## src/rtl/vcb_pkg.sv

```systemverilog
package vcb_pkg;
  localparam logic [2:0] FN_EQ  = 3'b000;
  localparam logic [2:0] FN_NE  = 3'b001;
  localparam logic [2:0] FN_LT  = 3'b100;
  localparam logic [2:0] FN_GE  = 3'b101;
  localparam logic [2:0] FN_LTU = 3'b110;
  localparam logic [2:0] FN_GEU = 3'b111;

  typedef enum logic {ST_IDLE, ST_RUN} seq_state_t;

  function automatic logic fn_reserved(input logic [2:0] f);
    return f[2:1] == 2'b01;
  endfunction
endpackage

```

## src/rtl/vcb_elem_cmp.sv

```systemverilog
module vcb_elem_cmp #(
  parameter int XLEN = 32
) (
  input  logic [2:0]      func,
  input  logic [XLEN-1:0] op_a,
  input  logic [XLEN-1:0] op_b,
  output logic            pass
);
  import vcb_pkg::*;

  logic eq, lts, ltu;

  always_comb begin
    eq  = op_a == op_b;
    lts = $signed(op_a) < $signed(op_b);
    ltu = op_a < op_b;
    case (func)
      FN_EQ:   pass = eq;
      FN_NE:   pass = !eq;
      FN_LT:   pass = lts;
      FN_GE:   pass = !lts;
      FN_LTU:  pass = ltu;
      FN_GEU:  pass = !ltu;
      default: pass = 1'b0;
    endcase
  end
endmodule

```

## src/rtl/vcb_pred_bank.sv

```systemverilog
module vcb_pred_bank #(
  parameter int MAXVL = 32,
  parameter int NPRED = 4,
  localparam int SW = (NPRED > 1) ? $clog2(NPRED) : 1
) (
  input  logic             clk,
  input  logic             we,
  input  logic [SW-1:0]    wsel,
  input  logic [MAXVL-1:0] wdata,
  input  logic [SW-1:0]    rsel,
  output logic [MAXVL-1:0] rdata
);
  logic [MAXVL-1:0] mem [NPRED];

  always_ff @(posedge clk) begin
    if (we) mem[wsel] <= wdata;
    rdata <= mem[rsel];
  end
endmodule

```

## src/rtl/vcb_seq.sv

```systemverilog
module vcb_seq #(
  parameter int MAXVL = 32,
  parameter int NPRED = 4,
  localparam int IW = $clog2(MAXVL),
  localparam int VW = $clog2(MAXVL + 1),
  localparam int SW = (NPRED > 1) ? $clog2(NPRED) : 1
) (
  input  logic             clk,
  input  logic             rst,
  input  logic             start,
  input  logic [2:0]       func,
  input  logic             a_vec,
  input  logic             b_vec,
  input  logic [VW-1:0]    vl,
  input  logic [MAXVL-1:0] src_mask,
  input  logic             dst_en,
  input  logic [SW-1:0]    dst_sel,
  input  logic             pass,
  output logic [2:0]       func_q,
  output logic [IW-1:0]    idx_a,
  output logic [IW-1:0]    idx_b,
  output logic             busy,
  output logic             done,
  output logic             taken,
  output logic             illegal,
  output logic [MAXVL-1:0] res_bits,
  output logic             wr_en,
  output logic [SW-1:0]    wr_sel
);
  import vcb_pkg::*;

  seq_state_t       state;
  logic [IW-1:0]    idx;
  logic [VW-1:0]    vl_q;
  logic [MAXVL-1:0] mask_q, acc;
  logic             fail, vec_q, a_vec_q, b_vec_q, dst_en_q;
  logic             start_vec;
  logic [VW-1:0]    vl_clamp;
  logic             active, hit, last, fail_n;
  logic [MAXVL-1:0] acc_n;

  assign busy  = state == ST_RUN;
  assign idx_a = a_vec_q ? idx : '0;
  assign idx_b = b_vec_q ? idx : '0;

  always_comb begin
    start_vec = a_vec | b_vec;
    vl_clamp  = (vl > VW'(MAXVL)) ? VW'(MAXVL) : vl;
    active    = vec_q ? mask_q[idx] : 1'b1;
    hit       = active & pass;
    acc_n     = acc | (MAXVL'(hit) << idx);
    fail_n    = fail | (active & !pass);
    last      = !vec_q || (VW'(idx) == vl_q - VW'(1));
  end

  always_ff @(posedge clk) begin
    if (rst) begin
      state    <= ST_IDLE;
      idx      <= '0;
      vl_q     <= '0;
      mask_q   <= '0;
      acc      <= '0;
      fail     <= 1'b0;
      vec_q    <= 1'b0;
      a_vec_q  <= 1'b0;
      b_vec_q  <= 1'b0;
      dst_en_q <= 1'b0;
      func_q   <= '0;
      done     <= 1'b0;
      taken    <= 1'b0;
      illegal  <= 1'b0;
      res_bits <= '0;
      wr_en    <= 1'b0;
      wr_sel   <= '0;
    end else begin
      done  <= 1'b0;
      wr_en <= 1'b0;
      case (state)
        ST_IDLE: if (start) begin
          func_q   <= func;
          a_vec_q  <= a_vec;
          b_vec_q  <= b_vec;
          vec_q    <= start_vec;
          vl_q     <= vl_clamp;
          mask_q   <= src_mask;
          dst_en_q <= dst_en;
          wr_sel   <= dst_sel;
          idx      <= '0;
          acc      <= '0;
          fail     <= 1'b0;
          if (fn_reserved(func)) begin
            done     <= 1'b1;
            taken    <= 1'b0;
            illegal  <= 1'b1;
            res_bits <= '0;
          end else if (start_vec && vl_clamp == '0) begin
            done     <= 1'b1;
            taken    <= 1'b1;
            illegal  <= 1'b0;
            res_bits <= '0;
            wr_en    <= dst_en;
          end else begin
            state <= ST_RUN;
          end
        end
        ST_RUN: begin
          acc  <= acc_n;
          fail <= fail_n;
          if (last) begin
            state    <= ST_IDLE;
            done     <= 1'b1;
            illegal  <= 1'b0;
            taken    <= vec_q ? !fail_n : pass;
            res_bits <= vec_q ? acc_n : '0;
            wr_en    <= vec_q & dst_en_q;
          end else begin
            idx <= idx + IW'(1);
          end
        end
        default: state <= ST_IDLE;
      endcase
    end
  end

  // a reserved code never yields a taken branch
  a_r7_illegal_not_taken: assert property (@(posedge clk) disable iff (rst)
    done && illegal |-> !taken);

  // no result bit outside the captured source mask
  a_r5_res_within_mask: assert property (@(posedge clk) disable iff (rst)
    done |-> (res_bits & ~mask_q) == '0);

  // completion is a single-cycle pulse
  a_r9_done_pulse: assert property (@(posedge clk) disable iff (rst)
    done |=> !done);

  // a scalar branch produces no bits and no predicate write
  a_r1_scalar_no_bits: assert property (@(posedge clk) disable iff (rst)
    done && !vec_q |-> res_bits == '0 && !wr_en);
endmodule

```

## src/rtl/vcmp_branch_unit.sv

```systemverilog
module vcmp_branch_unit #(
  parameter int XLEN  = 32,
  parameter int MAXVL = 16,
  parameter int NPRED = 4,
  localparam int IW = $clog2(MAXVL),
  localparam int VW = $clog2(MAXVL + 1),
  localparam int SW = (NPRED > 1) ? $clog2(NPRED) : 1
) (
  input  logic             clk,
  input  logic             rst,
  input  logic             start,
  input  logic [2:0]       func,
  input  logic             a_vec,
  input  logic             b_vec,
  input  logic [VW-1:0]    vl,
  input  logic [MAXVL-1:0] src_mask,
  input  logic             dst_en,
  input  logic [SW-1:0]    dst_sel,
  output logic [IW-1:0]    rd_idx_a,
  output logic [IW-1:0]    rd_idx_b,
  input  logic [XLEN-1:0]  rd_data_a,
  input  logic [XLEN-1:0]  rd_data_b,
  output logic             busy,
  output logic             done,
  output logic             taken,
  output logic             illegal,
  output logic [MAXVL-1:0] res_bits,
  input  logic [SW-1:0]    pred_rd_sel,
  output logic [MAXVL-1:0] pred_rd_data
);
  logic          pass;
  logic [2:0]    func_q;
  logic          wr_en;
  logic [SW-1:0] wr_sel;

  vcb_elem_cmp #(.XLEN(XLEN)) u_cmp (
    .func (func_q),
    .op_a (rd_data_a),
    .op_b (rd_data_b),
    .pass (pass)
  );

  vcb_seq #(.MAXVL(MAXVL), .NPRED(NPRED)) u_seq (
    .clk      (clk),
    .rst      (rst),
    .start    (start),
    .func     (func),
    .a_vec    (a_vec),
    .b_vec    (b_vec),
    .vl       (vl),
    .src_mask (src_mask),
    .dst_en   (dst_en),
    .dst_sel  (dst_sel),
    .pass     (pass),
    .func_q   (func_q),
    .idx_a    (rd_idx_a),
    .idx_b    (rd_idx_b),
    .busy     (busy),
    .done     (done),
    .taken    (taken),
    .illegal  (illegal),
    .res_bits (res_bits),
    .wr_en    (wr_en),
    .wr_sel   (wr_sel)
  );

  vcb_pred_bank #(.MAXVL(MAXVL), .NPRED(NPRED)) u_bank (
    .clk   (clk),
    .we    (wr_en),
    .wsel  (wr_sel),
    .wdata (res_bits),
    .rsel  (pred_rd_sel),
    .rdata (pred_rd_data)
  );

  // an illegal operation never writes a predicate register
  a_r7_illegal_no_write: assert property (@(posedge clk) disable iff (rst)
    done && illegal |-> !wr_en);
endmodule

```

## config.mk

```make
export PLATFORM = sky130hd
export DESIGN_NAME = vcmp_branch_unit
export DESIGN_NICKNAME = d
export VERILOG_FILES = /design/src/rtl/vcb_pkg.sv /design/src/rtl/vcb_elem_cmp.sv /design/src/rtl/vcb_pred_bank.sv /design/src/rtl/vcb_seq.sv /design/src/rtl/vcmp_branch_unit.sv
export SDC_FILE = /design/constraint.sdc
export NUM_CORES = 1
export LEC_CHECK = 0
export ABC_AREA = 0
export BUFFER_PORTS_ARGS = -buffer_cell sky130_fd_sc_hd__buf_2
export CORE_ASPECT_RATIO = 1.2
export CORE_MARGIN = 4
export CORE_UTILIZATION = 35
export DETAILED_ROUTE_END_ITERATION = 10
export SETUP_SLACK_MARGIN = 0.3
export SLEW_MARGIN = 10
export SYNTH_ARGS = -nofsm -noshare
export SYNTH_HDL_FRONTEND = slang
export SYNTH_SLANG_ARGS = --single-unit
```

## constraint.sdc

```tcl
create_clock -name clk -period 5.6 [get_ports clk]
set_input_delay 1.12 -clock clk [delete_from_list [all_inputs] [get_ports clk]]
set_output_delay 1.12 -clock clk [all_outputs]
set_load 0.02 [all_outputs]
```

==> metrics <==
status finished, final reports clean; CP Launch Type input port; # diodes 0; Placed Cells 958; drt via density 4.89; clk_skew 0.0107 ns; Crit. Startpoint rd_data_a[19]; # resized after CTS 0; clock root cell clkbuf_16; mux cell area share after synthesis 0.0722; Iteration-0 DRC Markers 266; WHS 0.456 ns; maximum capacitance violations 0; CTS tree yes; Worst-path clk slew 0.06 ns; sw power 0.577 mW; Crit path arrival time 3.66 ns; sequential area share after synthesis 0.550; area share of and/or/nand/nor cells after synthesis 0.141; full die area 21400 sq um; placed cell area 7620 sq um; internal power 1.85 mW; Final Non-Filler Cells 990; max-slew violations 0; Syn Area/Cell 11.3 sq um; average wire per cell in the routed design 15.0 um; design area 8170 sq um; Layout Nets 853; largest net degree at the start of global routing 51; post-place setup slack 1.78 ns; synthesized flop and latch total 152; Final Hold Viols 0; clock sink total 152; die height 159 um; critical path required time 5.92 ns; Row Count 55; Ports 142; DRC violations left 0; fraction of layout cells with a size suffix above 1 0.292; CP endpoint kind flop; Die X 134 um; number of synthesized flops with an enable pin 64; # hold bufs at CTS 0; cells taking the most area after synthesis edfxtp_1 (29%), dfxtp_1 (26%), mux4_2 (7.1%); HP Start u_seq.dst_en_q; Max H-tree Level 4; ANT nets after route 0; worst rel slew slack 0.342; Synth Area in XOR/XNOR 0.0125; P per Cell Area 297 nW/um^2; Reg power frac 0.484; RD Place Congestion 0.784; Comb pwr share 0.077; Tot GR Track Use 0.143; area growth from synthesis to layout 22.2%; final setup violation count 0; Synth Cell Area 6690 sq um; Num CTS Buffers 17; compound-cell area share of the yosys netlist 0.119; post-route setup TNS 0 ns; kind of critical path in -> reg; switching share of power 0.238; clock share of power 0.439; Synth top area share 0.287; vias post-DR 4846; Yosys cell types 54; GRT overflow 0; Mapped Cells 593; max frequency 299 MHz; final WL 14900 um; largest family of logic cells by synthesized area simple AND/OR/NAND/NOR gates; Max FO, Critical Path 19; Hold Path Class reg -> reg; VDD IR max 0.210 mV; clk buf depth 2; Worst-Skew Late Latency 0.42 ns; Core ar. 18900 sq um; Final min period 3.35 ns; Pleak 3.36 nW; first-pass GRT wire length 24700 um; postcts setup bufs 0; Initial Util 0.355; cell taking the most area after synthesis edfxtp_1; Slew @ Worst Pin 0.987 ns; syn nets 725; Tcrit/Tclk final 0.597; synthesis warning total 0; initial antenna violation count 0; DP Wirelength 10700 um; Post-synth ARST share 0; vias in the first global route 4874; PnR worst setup slack 2.25 ns; DRT Pass-1 Iters 4; RSZ-0062 raised after global routing false; Post-Synth Adder-Cell Area 0.0636; Port Buffers 141; worst r2r src u_seq.idx[0]; Post-synth top flop dfxtp_1
## layout by cell type, fill, tap and decap left out, types with 14 or more instances in the layout
cell type	n
nor2_1	50
dfxtp_1	88
o31ai_1	14
ha_1	34
a21oi_1	47
buf_2	141
a22oi_1	17
clkbuf_16	18
mux4_2	21
a32oi_1	19
edfxtp_1	64
nand2_1	70
inv_1	36
## cell families (layout without fill, tap and decap cells)
family	count (synthesis)	in the layout
AND/OR/NAND/NOR	189	189
flip-flops	152	152
AO/OA/AOI/OAI	117	117
buffers and inverters	71	212
adder cells (fa/ha/maj)	34	34
multiplexers	22	22
XOR/XNOR	8	8
## area by class of cell
type | instances | area (sq um)
inverter | 36 | 135
sequential | 152 | 3680
timing repair buffer | 144 | 728
fill | 1836 | 10700
clock buffer | 20 | 468
tap | 256 | 320
multi-input combinational | 370 | 2750
clock inverter | 12 | 90.1
## power groups by stage
| stage | logic [mW] | clock network [mW] | registers [mW] |
|---|---|---|---|
| after global placement | 0.189 | 0 | 1.20 |
| after floorplan | 0.123 | 0 | 1.20 |
| after global routing | 0.215 | 1.14 | 1.18 |
| after detailed placement | 0.190 | 0 | 1.20 |
| final | 0.187 | 1.06 | 1.18 |
| after CTS | 0.191 | 1.09 | 1.18 |
## cells in the mapped netlist (6+ instances only)
| cell type | number |
|---|---|
| mux4_2 | 21 |
| nand3_1 | 7 |
| clkbuf_1 | 26 |
| ha_1 | 34 |
| and2_1 | 8 |
| nand3b_1 | 6 |
| a21oi_1 | 47 |
| nor3_1 | 9 |
| a32oi_1 | 19 |
| nand4_1 | 8 |
| nand2_1 | 70 |
| nor2_1 | 51 |
| o31ai_1 | 14 |
| a22oi_1 | 17 |
| dfxtp_1 | 88 |
| edfxtp_1 | 64 |
| inv_1 | 36 |
## metal layers
metal / routed length [um] / part of all wire / global-route usage / up-vias
met5: 0 / 0 / 0 / -
met2: 7160 / 0.48 / 0.235 / 183
met1: 6400 / 0.43 / 0.176 / 2222
met3: 1110 / 0.075 / 0.0490 / 17
li1: - / - / - / 2424
met4: 210 / 0.014 / 0.0458 / 0
## path summary, 6_finish.rpt
path | end | slack, ns | cells after the start
worst max-delay path | u_seq.res_bits[6] | 2.25 | 10
worst min-delay path | u_seq.dst_en_q | 0.46 | 2
worst max register to register | u_seq.taken | 2.67 | 6
worst min register to register | u_seq.dst_en_q | 0.46 | 2
## registers in the layout, summed over array words and instances, names as in the netlist, 2 cells and up
signal and flops:
u_bank.mem 64, u_bank.rdata 16, u_seq.acc 16, u_seq.func_q 3
u_seq.idx 4, u_seq.mask_q 16, u_seq.res_bits 16, u_seq.vl_q 5
u_seq.wr_sel 2
## metrics by stage
| stage | power, mW | utilization |
|---|---|---|
| floorplan | 1.32 | - |
| detailed placement | 1.39 | 0.404 |
| finish | 2.43 | 0.434 |
| global route | 2.53 | 0.434 |
| global placement | 1.39 | 0.404 |
| CTS | 2.45 | 0.434 |
## critical path, stage by stage
cell and delay, ns:
buf_2 0.10, ha_1 0.32, a21oi_1 0.16, o21ai_1 0.10
a22oi_1 0.23, o211ai_1 0.17, or4_1 0.60, nand3_4 0.25
nand4_4 0.29, o31ai_1 0.30
Note: power is estimated with default switching activity, not from simulation.
